[src/rtl/dram_ctrl_pkg.sv]
package dram_ctrl_pkg;

  typedef enum logic [1:0] {
    OP_READ   = 2'd0,
    OP_EWRITE = 2'd1,
    OP_RMW    = 2'd2
  } dram_op_e;

  typedef enum logic [3:0] {
    S_PAUSE, S_REF_CAS, S_REF_RAS, S_REF_PRE,
    S_IDLE, S_ROW, S_WSU, S_COL, S_RMW_OFF, S_RMW_WR,
    S_CPRE, S_PAGE, S_RPRE
  } seq_state_e;

  // cycles the column strobe must stay low before read data is valid:
  // the slower of the column access and the rest of the row access
  function automatic int unsigned col_access_cycles(input int unsigned rcd,
                                                    input int unsigned cac,
                                                    input int unsigned rac);
    int unsigned from_row;
    from_row = (rac > rcd) ? rac - rcd : 32'd0;
    return (cac > from_row) ? cac : from_row;
  endfunction

  // longest column operation started from an open page
  function automatic int unsigned worst_col_op(input int unsigned col_cyc,
                                               input int unsigned cas,
                                               input int unsigned cp);
    return 32'd1 + col_cyc + 32'd1 + cas + cp;
  endfunction

  // one more column op (plus the page decision cycle) still fits
  function automatic logic page_room(input int unsigned low_done,
                                     input int unsigned worst,
                                     input int unsigned rasp);
    return (low_done + worst + 32'd1) < rasp;
  endfunction

endpackage

[src/rtl/dram_ctrl_timers.sv]
module dram_ctrl_timers #(
  parameter int unsigned PAUSE_CYC = 5000,
  parameter int unsigned REFI_CYC  = 780
) (
  input  logic clk,
  input  logic rst_n,
  input  logic run_refresh,
  input  logic ref_ack,
  output logic pause_done,
  output logic ref_pend
);
  localparam int unsigned PW = $clog2(PAUSE_CYC + 1);
  localparam int unsigned RW = $clog2(REFI_CYC + 1);

  logic [PW-1:0] pause_cnt;
  logic [RW-1:0] refi_cnt;
  logic          refi_wrap;

  always_ff @(posedge clk) begin
    if (!rst_n) begin
      pause_cnt  <= '0;
      pause_done <= 1'b0;
    end else if (!pause_done) begin
      pause_cnt <= pause_cnt + 1'b1;
      if (pause_cnt == PW'(PAUSE_CYC - 1)) pause_done <= 1'b1;
    end
  end

  assign refi_wrap = run_refresh && (refi_cnt == RW'(REFI_CYC - 1));

  always_ff @(posedge clk) begin
    if (!rst_n) begin
      refi_cnt <= '0;
      ref_pend <= 1'b0;
    end else begin
      if (!run_refresh || refi_wrap) refi_cnt <= '0;
      else                           refi_cnt <= refi_cnt + 1'b1;
      if (refi_wrap)    ref_pend <= 1'b1;
      else if (ref_ack) ref_pend <= 1'b0;
    end
  end


  ack_follows_pend_chk: assert property (@(posedge clk) disable iff (!rst_n)
    ref_ack |-> ref_pend);


  pause_monotonic_chk: assert property (@(posedge clk) disable iff (!rst_n)
    pause_done |=> pause_done);

endmodule

[src/rtl/dram_ctrl_seq.sv]
module dram_ctrl_seq
  import dram_ctrl_pkg::*;
#(
  parameter int unsigned INIT_REFRESHES = 8,
  parameter int unsigned T_RP       = 3,
  parameter int unsigned T_RCD      = 2,
  parameter int unsigned T_RAC      = 4,
  parameter int unsigned T_CAC      = 2,
  parameter int unsigned T_CAS      = 2,
  parameter int unsigned T_CP       = 1,
  parameter int unsigned T_CSR      = 1,
  parameter int unsigned T_RAS_REF  = 4,
  parameter int unsigned T_RASP_MAX = 600,
  parameter int unsigned AW         = 10,
  parameter int unsigned DQW        = 4
) (
  input  logic           clk,
  input  logic           rst_n,
  input  logic           pause_done,
  input  logic           ref_pend,
  output logic           ref_ack,
  output logic           init_done,
  input  logic           req_valid,
  output logic           req_ready,
  input  logic [1:0]     req_op,
  input  logic [AW-1:0]  req_row,
  input  logic [AW-1:0]  req_col,
  input  logic [DQW-1:0] req_wdata,
  input  logic           req_last,
  output logic           rd_valid,
  output logic [DQW-1:0] rd_data,
  output logic [AW-1:0]  dram_addr,
  output logic           dram_ras_n,
  output logic           dram_cas_n,
  output logic           dram_we_n,
  output logic           dram_oe_n,
  output logic [DQW-1:0] dram_dq_out,
  output logic           dram_dq_oe,
  input  logic [DQW-1:0] dram_dq_in
);
  localparam int unsigned COL_CYC = col_access_cycles(T_RCD, T_CAC, T_RAC);
  localparam int unsigned WORST   = worst_col_op(COL_CYC, T_CAS, T_CP);
  localparam int unsigned DW      = $clog2(T_RASP_MAX + 1);
  localparam int unsigned IW      = $clog2(INIT_REFRESHES + 1);

  seq_state_e     state, nxt;
  logic [DW-1:0]  dly;
  logic [DW-1:0]  ras_cnt;
  logic [IW-1:0]  init_cnt;
  dram_op_e       cur_op;
  logic [AW-1:0]  cur_row, cur_col;
  logic [DQW-1:0] cur_wd;
  logic           cur_last;

  // named internal events
  logic st_done, accept, capture, room, row_hit, init_last, in_ref, is_ewr;

  function automatic logic [DW-1:0] hold_for(input seq_state_e s);
    case (s)
      S_REF_CAS: return DW'(T_CSR - 1);
      S_REF_RAS: return DW'(T_RAS_REF - 1);
      S_REF_PRE: return DW'(T_RP - 1);
      S_ROW:     return DW'(T_RCD - 1);
      S_COL:     return DW'(COL_CYC - 1);
      S_RMW_WR:  return DW'(T_CAS - 1);
      S_CPRE:    return DW'(T_CP - 1);
      S_RPRE:    return DW'(T_RP - 1);
      default:   return '0;
    endcase
  endfunction

  assign st_done   = (dly == '0);
  assign room      = page_room(32'(ras_cnt), WORST, T_RASP_MAX);
  assign row_hit   = (req_row == cur_row);
  assign init_last = (init_cnt == IW'(INIT_REFRESHES - 1));
  assign in_ref    = (state == S_REF_RAS);
  assign is_ewr    = (cur_op == OP_EWRITE);

  always_comb begin
    req_ready = 1'b0;
    case (state)
      S_IDLE:  req_ready = !ref_pend;
      S_PAGE:  req_ready = !ref_pend && room && row_hit;
      default: req_ready = 1'b0;
    endcase
  end

  assign accept  = req_valid && req_ready;
  assign ref_ack = (state == S_IDLE) && ref_pend;
  assign capture = (state == S_COL) && st_done && !is_ewr;

  always_comb begin
    nxt = state;
    case (state)
      S_PAUSE:   if (pause_done) nxt = S_REF_CAS;
      S_REF_CAS: if (st_done) nxt = S_REF_RAS;
      S_REF_RAS: if (st_done) nxt = S_REF_PRE;
      S_REF_PRE: if (st_done) nxt = (init_done || init_last) ? S_IDLE : S_REF_CAS;
      S_IDLE: begin
        if (ref_pend)       nxt = S_REF_CAS;
        else if (req_valid) nxt = S_ROW;
      end
      S_ROW:     if (st_done) nxt = is_ewr ? S_WSU : S_COL;
      S_WSU:     nxt = S_COL;
      S_COL:     if (st_done) nxt = (cur_op == OP_RMW) ? S_RMW_OFF : S_CPRE;
      S_RMW_OFF: nxt = S_RMW_WR;
      S_RMW_WR:  if (st_done) nxt = S_CPRE;
      S_CPRE:    if (st_done) nxt = cur_last ? S_RPRE : S_PAGE;
      S_PAGE: begin
        if (ref_pend || !room) nxt = S_RPRE;
        else if (accept)       nxt = (dram_op_e'(req_op) == OP_EWRITE) ? S_WSU : S_COL;
        else if (req_valid)    nxt = S_RPRE;
      end
      S_RPRE:    if (st_done) nxt = S_IDLE;
      default:   nxt = S_PAUSE;
    endcase
  end

  always_ff @(posedge clk) begin
    if (!rst_n) begin
      state     <= S_PAUSE;
      dly       <= '0;
      init_cnt  <= '0;
      init_done <= 1'b0;
      cur_op    <= OP_READ;
      cur_row   <= '0;
      cur_col   <= '0;
      cur_wd    <= '0;
      cur_last  <= 1'b1;
      ras_cnt   <= '0;
      rd_valid  <= 1'b0;
      rd_data   <= '0;
    end else begin
      if (state != nxt) begin
        state <= nxt;
        dly   <= hold_for(nxt);
      end else if (!st_done) begin
        dly <= dly - 1'b1;
      end
      if (state == S_REF_PRE && st_done && !init_done) begin
        if (init_last) init_done <= 1'b1;
        else           init_cnt  <= init_cnt + 1'b1;
      end
      if (accept) begin
        cur_op   <= dram_op_e'(req_op);
        cur_row  <= req_row;
        cur_col  <= req_col;
        cur_wd   <= req_wdata;
        cur_last <= req_last;
      end
      if (dram_ras_n)                    ras_cnt <= '0;
      else if (ras_cnt != DW'(T_RASP_MAX)) ras_cnt <= ras_cnt + 1'b1;
      rd_valid <= capture;
      if (capture) rd_data <= dram_dq_in;
    end
  end

  // strobe decode from the state register
  always_comb begin
    dram_ras_n  = !(state inside {S_REF_RAS, S_ROW, S_WSU, S_COL, S_RMW_OFF,
                                  S_RMW_WR, S_CPRE, S_PAGE});
    dram_cas_n  = !(state inside {S_REF_CAS, S_REF_RAS, S_COL, S_RMW_OFF, S_RMW_WR});
    dram_we_n   = !((state == S_WSU) || (state == S_COL && is_ewr) || (state == S_RMW_WR));
    dram_oe_n   = !(state == S_COL && !is_ewr);
    dram_dq_oe  = (state == S_WSU) || (state == S_COL && is_ewr) || (state == S_RMW_WR);
    dram_dq_out = cur_wd;
    case (state)
      S_ROW:                        dram_addr = cur_row;
      S_WSU, S_COL, S_RMW_OFF,
      S_RMW_WR, S_CPRE, S_PAGE:     dram_addr = cur_col;
      default:                      dram_addr = '0;
    endcase
  end


  pause_quiet_chk: assert property (@(posedge clk) disable iff (!rst_n)
    !pause_done |-> dram_ras_n && dram_cas_n && dram_we_n && dram_oe_n && !req_ready);


  cbr_order_chk: assert property (@(posedge clk) disable iff (!rst_n)
    $fell(dram_ras_n) && in_ref |-> !dram_cas_n && $past(!dram_cas_n));


  ready_after_init_chk: assert property (@(posedge clk) disable iff (!rst_n)
    req_ready |-> init_done);


  ewrite_we_first_chk: assert property (@(posedge clk) disable iff (!rst_n)
    $fell(dram_cas_n) && !dram_we_n |-> $past(!dram_we_n) && dram_oe_n);


  oe_gate_chk: assert property (@(posedge clk) disable iff (!rst_n)
    dram_dq_oe |-> dram_oe_n);


  rasp_limit_chk: assert property (@(posedge clk) disable iff (!rst_n)
    !dram_ras_n |-> 32'(ras_cnt) < T_RASP_MAX);


  rd_pulse_chk: assert property (@(posedge clk) disable iff (!rst_n)
    rd_valid |=> !rd_valid);

endmodule

[src/rtl/fpm_dram_ctrl.sv]
module fpm_dram_ctrl #(
  parameter int unsigned PAUSE_CYC      = 5000,
  parameter int unsigned INIT_REFRESHES = 8,
  parameter int unsigned REFI_CYC       = 780,
  parameter int unsigned T_RP           = 3,
  parameter int unsigned T_RCD          = 2,
  parameter int unsigned T_RAC          = 4,
  parameter int unsigned T_CAC          = 2,
  parameter int unsigned T_CAS          = 2,
  parameter int unsigned T_CP           = 1,
  parameter int unsigned T_CSR          = 1,
  parameter int unsigned T_RAS_REF      = 4,
  parameter int unsigned T_RASP_MAX     = 600,
  parameter int unsigned AW             = 10,
  parameter int unsigned DQW            = 4
) (
  input  logic           clk,
  input  logic           rst_n,
  input  logic           req_valid,
  output logic           req_ready,
  input  logic [1:0]     req_op,
  input  logic [AW-1:0]  req_row,
  input  logic [AW-1:0]  req_col,
  input  logic [DQW-1:0] req_wdata,
  input  logic           req_last,
  output logic           rd_valid,
  output logic [DQW-1:0] rd_data,
  output logic           init_done,
  output logic [AW-1:0]  dram_addr,
  output logic           dram_ras_n,
  output logic           dram_cas_n,
  output logic           dram_we_n,
  output logic           dram_oe_n,
  output logic [DQW-1:0] dram_dq_out,
  output logic           dram_dq_oe,
  input  logic [DQW-1:0] dram_dq_in
);
  logic pause_done, ref_pend, ref_ack;

  dram_ctrl_timers #(
    .PAUSE_CYC (PAUSE_CYC),
    .REFI_CYC  (REFI_CYC)
  ) timers_i (
    .clk         (clk),
    .rst_n       (rst_n),
    .run_refresh (init_done),
    .ref_ack     (ref_ack),
    .pause_done  (pause_done),
    .ref_pend    (ref_pend)
  );

  dram_ctrl_seq #(
    .INIT_REFRESHES (INIT_REFRESHES),
    .T_RP       (T_RP),
    .T_RCD      (T_RCD),
    .T_RAC      (T_RAC),
    .T_CAC      (T_CAC),
    .T_CAS      (T_CAS),
    .T_CP       (T_CP),
    .T_CSR      (T_CSR),
    .T_RAS_REF  (T_RAS_REF),
    .T_RASP_MAX (T_RASP_MAX),
    .AW         (AW),
    .DQW        (DQW)
  ) seq_i (
    .clk         (clk),
    .rst_n       (rst_n),
    .pause_done  (pause_done),
    .ref_pend    (ref_pend),
    .ref_ack     (ref_ack),
    .init_done   (init_done),
    .req_valid   (req_valid),
    .req_ready   (req_ready),
    .req_op      (req_op),
    .req_row     (req_row),
    .req_col     (req_col),
    .req_wdata   (req_wdata),
    .req_last    (req_last),
    .rd_valid    (rd_valid),
    .rd_data     (rd_data),
    .dram_addr   (dram_addr),
    .dram_ras_n  (dram_ras_n),
    .dram_cas_n  (dram_cas_n),
    .dram_we_n   (dram_we_n),
    .dram_oe_n   (dram_oe_n),
    .dram_dq_out (dram_dq_out),
    .dram_dq_oe  (dram_dq_oe),
    .dram_dq_in  (dram_dq_in)
  );

endmodule

[config.mk]
export PLATFORM = sky130hd
export DESIGN_NAME = fpm_dram_ctrl
export DESIGN_NICKNAME = d
export VERILOG_FILES = /design/src/rtl/dram_ctrl_pkg.sv /design/src/rtl/dram_ctrl_timers.sv /design/src/rtl/dram_ctrl_seq.sv /design/src/rtl/fpm_dram_ctrl.sv
export SDC_FILE = /design/constraint.sdc
export NUM_CORES = 1
export LEC_CHECK = 0
export BUFFER_PORTS_ARGS = -buffer_cell sky130_fd_sc_hd__buf_2
export CAP_MARGIN = 20
export CORE_ASPECT_RATIO = 1.2
export CORE_MARGIN = 2
export CORE_UTILIZATION = 41
export DETAILED_ROUTE_END_ITERATION = 16
export HOLD_SLACK_MARGIN = 0.02
export PLACE_DENSITY = 0.68
export SLEW_MARGIN = 15
export SYNTH_ARGS = -nofsm -noshare
export SYNTH_HDL_FRONTEND = slang
export SYNTH_SLANG_ARGS = --single-unit
[constraint.sdc]
create_clock -name clk -period 9.29 [get_ports clk]
set_clock_uncertainty 0.1 [all_clocks]
set_input_delay 0.4645 -clock clk [delete_from_list [all_inputs] [get_ports clk]]
set_output_delay 0.4645 -clock clk [all_outputs]
set_load 0.03 [all_outputs]
After elaboration in Yosys (flattened, before gate mapping). Memories as Yosys holds them, arrays and structs flattened. Index checks and enable logic that the tools add are counted. Widths: inputs -> output; s select.

ROM bits: 32. Input port bits: 34. Output and inout bits: 26. Memories: 1. Flip-flop bits (word level): 86.

Equal/unequal tests: 22. Reductions and logical operators: 34. Muxes and demuxes: 28. Bitwise logic cells: 2. $lt $le $gt $ge: 1. Add/subtract/negate cells: 7.

Memory list: (name not given) (depth 16, bits a word 2, rd ports 1, clocked after Yosys merged registers in 0, wr ports 0, line dram_ctrl_seq.sv:59) `case (s)`.

Operator list (count): $mux 4 (14); $pmux 4 s13 (1); $add 32x1->32 const B (1); $lt 32x10->1 const B (1); $add 10x1->10 const B (2); $eq 4x3->1 const B (5); $eq 4x4->1 const B (5); $mux 10 (2); $pmux 10 s2 (1); $add 13x1->13 const B (1); $eq 13x13->1 const B (1); $add 10x3->11 const B (1); $logic_and 1x1->1 (11); $eq 10x10->1 (1); $eq 10x10->1 const B (1); $logic_not 10->1 (1); $ne 10x10->1 const B (1); $sub 10x1->10 const B (1); $eq 4x2->1 const B (2); $logic_not 1->1 (8); $reduce_bool 8->1 (1); $mux 1 (6); $mux 3 (2); $reduce_and 2->1 (3); other kinds (15) (21).

Logic depth before layout (Yosys ltp). Gate-level depths: netlist of run 1.

Depth in word-level cells: 12. Gate-level depth with buffers: 15. Depth with buffers taken out: 11.

Modules after synthesis. From an unflattened synthesis of run 1, not the netlist that was laid out.

Cell total of the unflattened synthesis: 549. Area total of the unflattened synthesis: 4603.2 um^2.

By module, submodules not included: dram_ctrl_seq (area an instance 3433.3 um^2, sequential area each 1221.2 um^2, cells each 425, times used 1); dram_ctrl_timers (area an instance 1169.9 um^2, sequential area each 500.5 um^2, cells each 124, times used 1).

Least setup slack after synthesis of run 1. No wires, ideal clock.

Path kind: reg-to-output. Start point: reg seq_i.ras_cnt[0]. End point: out req_ready. Slack: 5.879 ns. Buffers on the path: 2. Stages on the path, launching flop included: 12. Arrival: 2.846 ns. Cells stage by stage: dfxtp_1 > clkbuf_1 > inv_1 > ha_1 > and2b_1 > clkbuf_1 > or3_1 > a2111oi_2 > o2111ai_1 > o21ai_0 > nor3_2 > or2_2.

Word-level cells in the longest chain between the ends: 6.

RTL lines: from (decl) (line dram_ctrl_seq.sv:48) `logic [DW-1:0] ras_cnt;`; from (signal assigned) (line dram_ctrl_seq.sv:152) `else if (ras_cnt != DW'(T_RASP_MAX)) ras_cnt <= ras_cnt + 1'b1;`; $add 10x3->11 (line dram_ctrl_pkg.sv:36) `return (low_done + worst + 32'd1) < rasp;`; $add 32x1->32 (line dram_ctrl_pkg.sv:36); $lt 32x10->1 (line dram_ctrl_pkg.sv:36); $logic_and 1x1->1 (2 in a row) (line dram_ctrl_seq.sv:83) `S_PAGE: req_ready = !ref_pend && room && row_hit;`; $pmux 1 s2 (line dram_ctrl_seq.sv:81) `case (state)`; to (decl) (line fpm_dram_ctrl.sv:20) `output logic req_ready,`.

Every way passes these cells.

Worst setup path in the final report of run 1.
Start point: reg seq_i.ras_cnt[1]. End point: reg seq_i.cur_row[4].

Word-level cells in the longest chain between the ends: 7.

RTL lines: $add 10x3->11 (line dram_ctrl_pkg.sv:36); $add 32x1->32 (line dram_ctrl_pkg.sv:36); $lt 32x10->1 (line dram_ctrl_pkg.sv:36); $logic_and 1x1->1 (2 in a row) (line dram_ctrl_seq.sv:83); $pmux 1 s2 (line dram_ctrl_seq.sv:81); $logic_and 1x1->1 (line dram_ctrl_seq.sv:88) `assign accept = req_valid && req_ready;`; to (signal assigned) (line dram_ctrl_seq.sv:146) `cur_row <= req_row;`; to (decl) (line dram_ctrl_seq.sv:51) `logic [AW-1:0] cur_row, cur_col;`.

Every way passes these cells. A chain may end at the register's enable or synchronous reset.

==> flow_summary_export.csv, run 1 <==
group,metric,value,unit
synthesis,yosys_warnings,0,
cts,htreeDepth,3,
cts,clkSlewWorstSetupHoldPaths,0.06,ns
detailed_routing,drtPass1Iterations,5,
cts,clock-root-buffer,"clkbuf_16",
floorplan,die-width,104,um
synthesis,synth_area,4900,um^2
power_and_ir_drop,pwr-share-comb,15.4,%
finish,nFillCells,1152,
synthesis,yosysUniqueCellTypes,84,
cts,cts_buffers,9,
global_routing,antenna_found_initial,0,
finish,postLayoutCoreUtil,47.6,%
sta,min_period,4.23,ns
finish,final-instance-count-excl-fill,763,
power_and_ir_drop,p_int,0.682,mW
min_path,hp-start,"req_last",
synthesis,synthArstFlopShare,0,%
sta,rsz0062_at_grt,"false",
floorplan,rows,43,
place,dp_hpwl,7.79,mm
worst_setup_path,reg2reg_slack,5.06,ns
status,status,"finished, final reports clean",
finish,finalNetCount,642,
detailed_routing,wl_met1,4.78,mm
synthesis,synthCells,566,
global_routing,overflow,0,
detailed_routing,top_layer_used,"met4",
min_path,hold_class,"in -> reg",
synthesis,synth_fp_nets,607,
worst_setup_path,start_kind,"register",
floorplan,die_y,124,um
detailed_routing,met2WireLength,5.35,mm
sta,finalCritPeriodShare,45.5,%
detailed_routing,met3_wirelength,398,um
power_and_ir_drop,p_leak,2.30,nW
sta,hold_viol,0,
sta,finalMaxSlewViolations,0,
synthesis,avgSynthCellArea,8.66,um^2
detailed_routing,detail-route-antenna-nets,0,
worst_setup_path,cp_max_fo,27,
power_and_ir_drop,ir_drop,0.103,mV
detailed_routing,drc,0,
worst_setup_path,timing.rr.start,"seq_i.ras_cnt[1]$_SDFFE_PN0P_",
worst_setup_path,cp.arrival,4.34,ns
floorplan,die_area,12900,um^2
finish,drive_gt1_share,18.5,%
sta,setup_viol,0,
finish,antenna_cells,0,
synthesis,synth-main-ff-cell,"dfxtp_1",
place,routabilityCongestion,0.867,
cts,postCtsSetupRepairBufs,0,
worst_setup_path,worstRegToRegCells,11,
min_path,min_path_cells,3,
detailed_routing,totalWireLength,10.9,mm
detailed_routing,num_vias,4166,
cts,holdBufCountCts,0,
power_and_ir_drop,swShare,25.3,%
synthesis,ys_ff_latch,86,
floorplan,io_pins,60,
cts,cts.sinks,86,
worst_setup_path,end_kind,"register",
cts,cts_tree,"done",
cts,cts-resized-gates,0,
worst_setup_path,r2r_end,"seq_i.cur_row[4]$_SDFFE_PN0N_",
cts,ctsLongestPathBuffers,2,
power_and_ir_drop,p_total,0.914,mW
power_and_ir_drop,seqPwrFrac,43.8,%
synthesis,synth_seq_area_share,35.1,%
sta,slew_headroom,27.7,%
floorplan,start_util,42.2,%
detailed_routing,avgRoutedWirePerCell,14.2,um
sta,setup_tns,0,ns
global_routing,grt_pass1_wl,18.3,mm
place,dpl.cell_count,747,
global_routing,grt_max_degree,28,
sta,worstMarginPinSlew,1.08,ns
sta,worst_hold_slack,0.258,ns
job,drv_cap,0,
place,io_buffers,59,
power_and_ir_drop,pwr-share-clk,40.9,%
finish,area_growth,12.8,%
power_and_ir_drop,power_density,165,nW/um^2
worst_setup_path,required,9.41,ns
floorplan,coreArea,11600,um^2
detailed_routing,vias_per_cell,5.46,
synthesis,synth_edf_count,0,
min_path,hold_end,"seq_i.cur_last$_SDFFE_PN1N_",
global_routing,grt_pass1_vias,3959,
global_routing,grtUsageTotal,17.1,%
worst_setup_path,worstSetupPathType,"reg -> reg",
detailed_routing,drt_iter0_markers,156,
power_and_ir_drop,p_sw,0.232,mW
cts,clk_latency,0.33,ns
sta,fmax,237,MHz
-- stage by stage --
stage / setup WS (ns) / area, um^2
floorplan: 5.88 / 4900
global placement: 5.31 / 5220
detailed placement: 5.09 / 5220
CTS: 5.07 / 5530
global route: 4.64 / 5530
finish: 5.06 / 5530
-- registers in the layout (all words and copies together) (netlist names) --
signal               count
seq_i.cur_col           10
seq_i.cur_last           1
seq_i.cur_op             2
seq_i.cur_row           10
seq_i.dly               10
seq_i.dram_dq_out        4
seq_i.init_cnt           4
seq_i.init_done          1
seq_i.ras_cnt           10
seq_i.rd_data            4
seq_i.rd_valid           1
seq_i.state              4
timers_i.pause_cnt      13
timers_i.pause_done      1
timers_i.ref_pend        1
timers_i.refi_cnt       10
-- critical path, stage by stage (launching register included) --
cell	delay, ns
dfxtp_1	0.60
inv_1	0.15
ha_1	0.35
and2b_1	0.30
or3_1	0.37
a2111oi_2	0.37
o2111ai_1	0.20
o21ai_0	0.34
nor3_2	0.11
o21ai_4	0.84
mux2i_1	0.30
nor2_1	0.05
-- routing by layer --
layer  vias to the layer above  global-route usage (%)
li1                       2082                       -
met1                      1953                    20.0
met2                       100                    30.3
met3                        31                    3.14
met4                         0                    8.87
met5                         -                       0
-- kinds of logic after synthesis --
logic type / synth area share (%)
fa+ha+maj: 1.79
xor+xnor: 8.75
flops: 35.1
compound gates: 16.4
simple gates: 25.3
mux: 7.43
buf+inv: 5.21
-- worst max path at each step --
stage,start,to,slack [ns],cells after the start
after detailed placement,seq_i.ras_cnt[0]$_SDFFE_PN0P_,seq_i.cur_row[4]$_SDFFE_PN0N_,5.09,11
after CTS,seq_i.ras_cnt[1]$_SDFFE_PN0P_,seq_i.cur_row[4]$_SDFFE_PN0N_,5.07,11
after global routing,seq_i.ras_cnt[1]$_SDFFE_PN0P_,seq_i.dram_dq_out[2]$_SDFFE_PN0N_,4.64,11
after floorplan,seq_i.ras_cnt[0]$_SDFFE_PN0P_,req_ready,5.88,11
final,seq_i.ras_cnt[1]$_SDFFE_PN0P_,seq_i.cur_row[4]$_SDFFE_PN0N_,5.06,11
after global placement,seq_i.ras_cnt[1]$_SDFFE_PN0P_,seq_i.cur_op[1]$_SDFFE_PN0N_,5.31,11
-- cell usage in the layout (no fill, tap or decap), drive strengths merged, types with 3 or more instances in the layout --
| cell type | netlist | final |
|---|---|---|
| or3b | 3 | 3 |
| a31oi | 7 | 7 |
| and2 | 4 | 4 |
| nor4 | 8 | 8 |
| dfxtp | 86 | 86 |
| a22o | 10 | 10 |
| nor2 | 99 | 99 |
| nor2b | 6 | 6 |
| nand3 | 20 | 20 |
| nand4 | 9 | 9 |
| xor2 | 29 | 29 |
| nor3b | 3 | 3 |
| and3 | 8 | 8 |
| ha | 7 | 7 |
| o21a | 5 | 5 |
| inv | 11 | 11 |
| xnor2 | 20 | 20 |
| clkbuf | 25 | 13 |
| and4 | 3 | 3 |
| nand2 | 23 | 23 |
| mux2 | 3 | 3 |
| mux2i | 33 | 33 |
| or2 | 6 | 6 |
| or4 | 3 | 3 |
| buf | 13 | 62 |
| a21oi | 17 | 17 |
| a211oi | 3 | 3 |
| o311ai | 3 | 3 |
| or3 | 11 | 11 |
| o21ai | 25 | 25 |
| nor3 | 8 | 8 |
| o211a | 3 | 3 |
| o211ai | 4 | 4 |
| nand2b | 8 | 8 |
-- power by group through the flow --
stage / logic [mW] / clock network [mW] / registers [mW]
after floorplan: 0.113 / 0 / 0.405
after global placement: 0.135 / 0 / 0.407
after detailed placement: 0.141 / 0 / 0.409
after CTS: 0.141 / 0.380 / 0.401
after global routing: 0.160 / 0.394 / 0.403
final: 0.140 / 0.373 / 0.400
-- layout make-up --
| cell class | instances | area, um^2 | area share (%) |
|---|---|---|---|
| multi-input combinational | 430 | 2940 | 53.2 |
| sequential | 86 | 1720 | 31.1 |
| timing repair buffer | 62 | 318 | 5.75 |
| clock buffer | 13 | 240 | 4.34 |
| tap | 157 | 196 | 3.55 |
| clock inverter | 3 | 68.8 | 1.24 |
| inverter | 12 | 45.0 | 0.815 |
-- synthesized netlist by cell type (9+ instances only) --
library cell | n | area [um^2]
nor2_1 | 92 | 345
dfxtp_1 | 86 | 1720
mux2i_1 | 33 | 330
xor2_1 | 29 | 254
clkbuf_1 | 25 | 93.8
nand2_1 | 23 | 86.3
o21ai_0 | 21 | 105
xnor2_1 | 20 | 175
nand3_1 | 19 | 95.1
a21oi_1 | 14 | 70.1
a22o_1 | 10 | 87.6
inv_1 | 10 | 37.5
or3_1 | 10 | 62.6
nand4_1 | 9 | 56.3
Note: power is estimated with default switching activity, not from simulation.
==> run 2, diff against run 1 <==
--- a/config.mk
+++ b/config.mk
@@ -12,7 +12,7 @@
 export CORE_UTILIZATION = 41
 export DETAILED_ROUTE_END_ITERATION = 16
 export HOLD_SLACK_MARGIN = 0.02
-export PLACE_DENSITY = 0.68
+export PLACE_DENSITY = 0.7
 export SLEW_MARGIN = 15
 export SYNTH_ARGS = -nofsm -noshare
 export SYNTH_HDL_FRONTEND = slang
==> constraint.sdc (replaced) <==
create_clock -name clk -period 3.73 [get_ports clk]
set_clock_uncertainty 0.1 [all_clocks]
set_input_delay 0.1865 -clock clk [delete_from_list [all_inputs] [get_ports clk]]
set_output_delay 0.1865 -clock clk [all_outputs]
set_load 0.03 [all_outputs]
==> run 2 against run 1 <==
- worst setup slack worse by 4.8 ns
- first-iteration DRC count increased by 120%
- core utilization rose by 3.3 points
- register-to-register slack worse by 4.7 ns
- sequential power increased by 150%
- total power rose to 2.6 times the previous value
- via count grew 2.5%
- die area is the same
- clock power rose to 2.6 times the previous value
- final cell count rose by 4.7%
- combinational power rose to 2.8 times the previous value
- largest cell class unchanged
==> flow_summary_export.csv, run 2 (synthesis gave the netlist of run 1 again) <==
group,metric,value,unit
status,status,"finished, final reports clean",
detailed_routing,vias_per_cell,5.34,
floorplan,io_pins,60,
floorplan,coreArea,11600,um^2
floorplan,die_area,12900,um^2
sta,rsz0062_at_grt,"false",
cts,clk_latency,0.34,ns
detailed_routing,num_vias,4269,
floorplan,die_y,124,um
floorplan,die-width,104,um
place,pre_cts_ws,0.250,ns
cts,htreeDepth,3,
detailed_routing,drtPass1Iterations,4,
place,placed_area,5290,um^2
sta,setup_viol,0,
worst_setup_path,cp_max_fo,12,
global_routing,grt_pass1_wl,19.1,mm
power_and_ir_drop,p_sw,0.622,mW
worst_setup_path,required,3.44,ns
cts,postCtsSetupRepairBufs,0,
global_routing,antenna_found_initial,0,
worst_setup_path,worstSetupPathType,"reg -> out",
sta,finalCritPeriodShare,93.7,%
floorplan,rows,43,
min_path,hp-start,"req_row[3]",
sta,slew_headroom,38.4,%
finish,final_area,5910,um^2
detailed_routing,drc,0,
job,drv_cap,0,
finish,final_common_cell,"nor2_1",
power_and_ir_drop,pwr-share-clk,41.3,%
power_and_ir_drop,ir_drop,0.277,mV
finish,antenna_cells,0,
sta,post-route-worst-setup-slack,0.234,ns
worst_setup_path,start_kind,"register",
floorplan,start_util,42.2,%
finish,finalNetCount,678,
power_and_ir_drop,pwr-share-comb,16.4,%
detailed_routing,avgRoutedWirePerCell,14.3,um
sta,worstMarginPinSlew,0.919,ns
sta,min_period,3.50,ns
cts,ctsLongestPathBuffers,2,
finish,area_growth,20.6,%
finish,largest-register,"timers_i.pause_cnt",
place,dp_hpwl,8.06,mm
sta,fmax,286,MHz
worst_setup_path,timing.rr.start,"seq_i.ras_cnt[0]$_SDFFE_PN0P_",
power_and_ir_drop,seqPwrFrac,42.3,%
power_and_ir_drop,p_total,2.36,mW
finish,final-instance-count-excl-fill,799,
worst_setup_path,startpoint,"seq_i.ras_cnt[0]$_SDFFE_PN0P_",
cts,cts_tree,"done",
power_and_ir_drop,p_int,1.73,mW
place,io_buffers,59,
detailed_routing,drt_iter0_markers,338,
power_and_ir_drop,power_density,399,nW/um^2
finish,drive_gt1_share,19.6,%
worst_setup_path,end_kind,"output pin",
finish,final_cell_mix,"92 x nor2_1, 86 x dfxtp_1, 59 x buf_2, 33 x mux2i_1, 29 x xor2_1",
min_path,hold_class,"in -> reg",
sta,finalMaxSlewViolations,0,
cts,cts.sinks,86,
global_routing,grt_pass1_vias,4114,
cts,clkSlewWorstSetupHoldPaths,0.07,ns
power_and_ir_drop,p_leak,2.48,nW
detailed_routing,detail-route-antenna-nets,0,
place,routabilityCongestion,0.909,
finish,largest_register_ff_count,13,
global_routing,grt_max_degree,53,
cts,cts_buffers,9,
place,dpl.cell_count,755,
global_routing,grtUsageTotal,18.0,%
sta,hold_viol,0,
global_routing,overflow,0,
worst_setup_path,cp.arrival,3.21,ns
power_and_ir_drop,swShare,26.4,%
cts,clock-root-buffer,"clkbuf_16",
sta,setup_tns,0,ns
detailed_routing,totalWireLength,11.4,mm
-- run 2: cell count changes in the layout (fill, tap and decap cells not counted), moves of 3 or more --
cell,delta
clkbuf_1,-4
dlygate4sd3_1,+28
inv_6,+3
buf_4,+7
-- run 2: final timing paths --
path                                     endpoint  slack [ns]  cells after the start
setup / recovery                        req_ready        0.23                     10
hold / removal      seq_i.cur_row[3]$_SDFFE_PN0N_        0.03                      3
setup reg to reg    seq_i.cur_row[7]$_SDFFE_PN0N_        0.40                     12
hold reg to reg   timers_i.refi_cnt[0]$_SDFF_PP0_        0.36                      1
-- run 2: stage by stage --
stage                     util, %  hold slack, ns
after floorplan                 -           0.212
after global placement       45.5           0.314
after detailed placement     45.5           0.326
after CTS                    50.8          0.0215
after global routing         50.9          0.0301
final                        50.9          0.0281
-- run 2: area by class of cell --
| type | instances | area, um^2 |
|---|---|---|
| Clock inverter | 7 | 104 |
| Multi-Input combinational cell | 430 | 2950 |
| Tap cell | 157 | 196 |
| Inverter | 12 | 45.0 |
| Fill cell | 1113 | 5710 |
| Timing Repair Buffer | 98 | 671 |
| Sequential cell | 86 | 1720 |
| Clock buffer | 9 | 225 |
-- run 2: power groups by stage --
stage	Sequential, mW	Combinational [mW]	Clock, mW
after floorplan	1.01	0.282	0
after CTS	0.997	0.387	0.999
after global routing	1.00	0.434	1.03
after global placement	1.01	0.348	0
final	0.998	0.386	0.973
after detailed placement	1.02	0.363	0
-- run 2: what timing repair did --
item,4_1_cts,5_1_grt
resized for setup,0,3
hold buffers,28,0
endpoints found under the setup margin,0,8
hold endpoints to repair,28,0
-- run 2: metal layers --
metal  routed length [um]  global-route usage (%)
met1                 5080                    22.0
met3                  380                    2.77
met5                    0                       0
met2                 5760                    31.9
met4                  221                    7.85
-- run 2: critical path: stages (launching register included) --
cell and delay [ns]:
dfxtp_1 0.34, inv_1 0.06, ha_1 0.34, and2b_1 0.30
or3_1 0.37, a2111oi_2 0.38, o2111ai_1 0.22, o21ai_1 0.26
nor3_2 0.09, or2_2 0.30, buf_2 0.18
==> run 3, diff against run 2 <==
--- a/config.mk
+++ b/config.mk
@@ -11,6 +11,7 @@
 export CORE_MARGIN = 2
 export CORE_UTILIZATION = 41
 export DETAILED_ROUTE_END_ITERATION = 16
+export GPL_TIMING_DRIVEN = 0
 export HOLD_SLACK_MARGIN = 0.02
 export PLACE_DENSITY = 0.7
 export SLEW_MARGIN = 15
==> run 3 against run 2 <==
- combinational power is 1% lower
- total power is 5.2% lower
- via count is 7.1% higher
- design area is 2.1% higher
- critical path depth is 6 higher
- largest power group unchanged
==> flow_summary_export.csv, run 3 (synthesis gave the netlist of run 1 again) <==
group,metric,value,unit
job,drv_cap,0,
detailed_routing,num_vias,4572,
sta,min_period,3.56,ns
sta,worst_hold_slack,0.0263,ns
min_path,hold_end,"seq_i.cur_op[1]$_SDFFE_PN0N_",
global_routing,overflow,0,
finish,finalNetCount,707,
place,pre_cts_ws,-0.122,ns
worst_setup_path,path_delay_family,"compound AO/OA/AOI/OAI gates",
global_routing,grtUsageTotal,19.4,%
finish,largest-register,"timers_i.pause_cnt",
sta,worstMarginPinSlew,0.886,ns
finish,antenna_cells,0,
floorplan,die-width,104,um
power_and_ir_drop,ir_drop,0.220,mV
finish,largest_register_ff_count,13,
place,dp_hpwl,8.73,mm
worst_setup_path,reg2reg_slack,0.17,ns
worst_setup_path,cp_max_fo,10,
worst_setup_path,crit_path_top_delay_cell,"dfxtp_2",
finish,drive_gt1_share,20.1,%
floorplan,die_y,124,um
worst_setup_path,timing.rr.start,"seq_i.ras_cnt[1]$_SDFFE_PN0P_",
sta,fmax,281,MHz
status,status,"finished, final reports clean",
sta,setup_viol,0,
power_and_ir_drop,power_density,370,nW/um^2
finish,final_common_cell,"nor2_1",
sta,finalMaxSlewViolations,0,
global_routing,antenna_found_initial,0,
sta,hold_viol,0,
global_routing,grt_pass1_vias,4397,
cts,ctsLongestPathBuffers,2,
floorplan,start_util,42.2,%
cts,cts_tree,"done",
floorplan,io_pins,60,
worst_setup_path,worst_path_most_repeated_cell,"buf_4",
worst_setup_path,end_kind,"register",
cts,clkSlewWorstSetupHoldPaths,0.07,ns
detailed_routing,totalWireLength,12.3,mm
finish,area_growth,23.1,%
min_path,hold_class,"in -> reg",
floorplan,rows,43,
sta,setup_tns,0,ns
worst_setup_path,critPathBufInv,6,
cts,cts_buffers,9,
power_and_ir_drop,p_total,2.23,mW
global_routing,grt_max_degree,17,
detailed_routing,drt_iter0_markers,279,
global_routing,grt_pass1_wl,20.5,mm
finish,final_cell_mix,"92 x nor2_1, 84 x dfxtp_1, 63 x buf_2, 33 x mux2i_1",
power_and_ir_drop,p_leak,2.53,nW
worst_setup_path,critical_path_depth,16,
cts,htreeDepth,3,
place,dpl.cell_count,780,
worst_setup_path,worstRegToRegCells,16,
detailed_routing,detail-route-antenna-nets,0,
worst_setup_path,worstSetupPathType,"reg -> reg",
place,routabilityCongestion,0.906,
detailed_routing,avgRoutedWirePerCell,14.9,um
finish,nFillCells,1100,
cts,cts.sinks,86,
worst_setup_path,slowest_delay,0.36,ns
worst_setup_path,r2r_end,"seq_i.dly[3]$_SDFFE_PN0P_",
finish,final-instance-count-excl-fill,828,
detailed_routing,drtPass1Iterations,5,
cts,clock-root-buffer,"clkbuf_16",
cts,clk_latency,0.35,ns
detailed_routing,vias_per_cell,5.52,
detailed_routing,drc,0,
min_path,hp-start,"req_op[1]",
min_path,min_path_cells,3,
worst_setup_path,worstPathCellList,"buf_4 > inv_1 > ha_1 > buf_2 > and4bb_1 > a211oi_1 > o21ai_0 > a221oi_2 > buf_4 > a211oi_4 > buf_4 > o21ai_0 > o311ai_4 > or2_1 > buf_6 > a21oi_2",
worst_setup_path,cp.arrival,3.74,ns
floorplan,coreArea,11600,um^2
sta,finalCritPeriodShare,95.4,%
sta,slew_headroom,40.5,%
place,io_buffers,57,
sta,post-route-worst-setup-slack,0.173,ns
floorplan,die_area,12900,um^2
worst_setup_path,start_kind,"register",
worst_setup_path,required,3.91,ns
run 3: cell count changes in the layout (fill, tap and decap cells not counted), sizes merged:
| cell | delta |
|---|---|
| buf | +5 |
| clkinv | +1 |
| dlygate4sd3 | +1 |
| inv | +1 |
| bufinv | -2 |
| clkbuf | +23 |
run 3: layout make-up:
type                            count  area, um^2  share of cell area (%)
Clock buffer                        9         225                    3.73
Buffer                             37         213                    3.52
Timing Repair Buffer               90         606                    10.0
Tap cell                          157         196                    3.25
Clock inverter                      7        53.8                   0.891
Inverter                           12        45.0                   0.746
Sequential cell                    86        1720                    28.6
Multi-Input combinational cell    430        2970                    49.3
run 3: what timing repair did:
item	CTS	global route
hold buffers	29	0
setup buffers	0	4
resized for setup	5	9
endpoints found under the setup margin	30	31
pin swaps	1	3
endpoints found under the hold margin	29	0
run 3: how the worst max path moves through the flow:
stage	start	to
global placement	seq_i.ras_cnt[0]$_SDFFE_PN0P_	seq_i.cur_last$_SDFFE_PN1N_
detailed placement	seq_i.ras_cnt[0]$_SDFFE_PN0P_	seq_i.cur_last$_SDFFE_PN1N_
finish	seq_i.ras_cnt[1]$_SDFFE_PN0P_	seq_i.dly[3]$_SDFFE_PN0P_
CTS	seq_i.ras_cnt[0]$_SDFFE_PN0P_	req_ready
global route	seq_i.ras_cnt[1]$_SDFFE_PN0P_	seq_i.dly[3]$_SDFFE_PN0P_
floorplan	seq_i.ras_cnt[0]$_SDFFE_PN0P_	seq_i.cur_last$_SDFFE_PN1N_
run 3: metrics by stage:
stage	cell area (um^2)	util, %
floorplan	4900	-
global placement	5380	46.3
detailed placement	5380	46.3
CTS	5970	51.3
global route	6040	51.9
finish	6040	51.9
run 3: power breakdown:
part	switching [mW]	total [mW]	internal [mW]
combinational	0.206	0.381	0.175
clock	0.395	0.854	0.460
sequential	0.0395	0.998	0.959
run 3: worst min-delay path: stages:
cell     delay, ns
buf_2         0.11
mux2i_1       0.07
nor2_1        0.07
run 3: metal layers:
layer  wire, um  GRT usage (%)  vias up
li1           -              -     2211
met1       5090           21.9     2156
met2       6310           36.2      166
met3        528           3.09       39
met4        377           9.04        0
met5          0              0        -
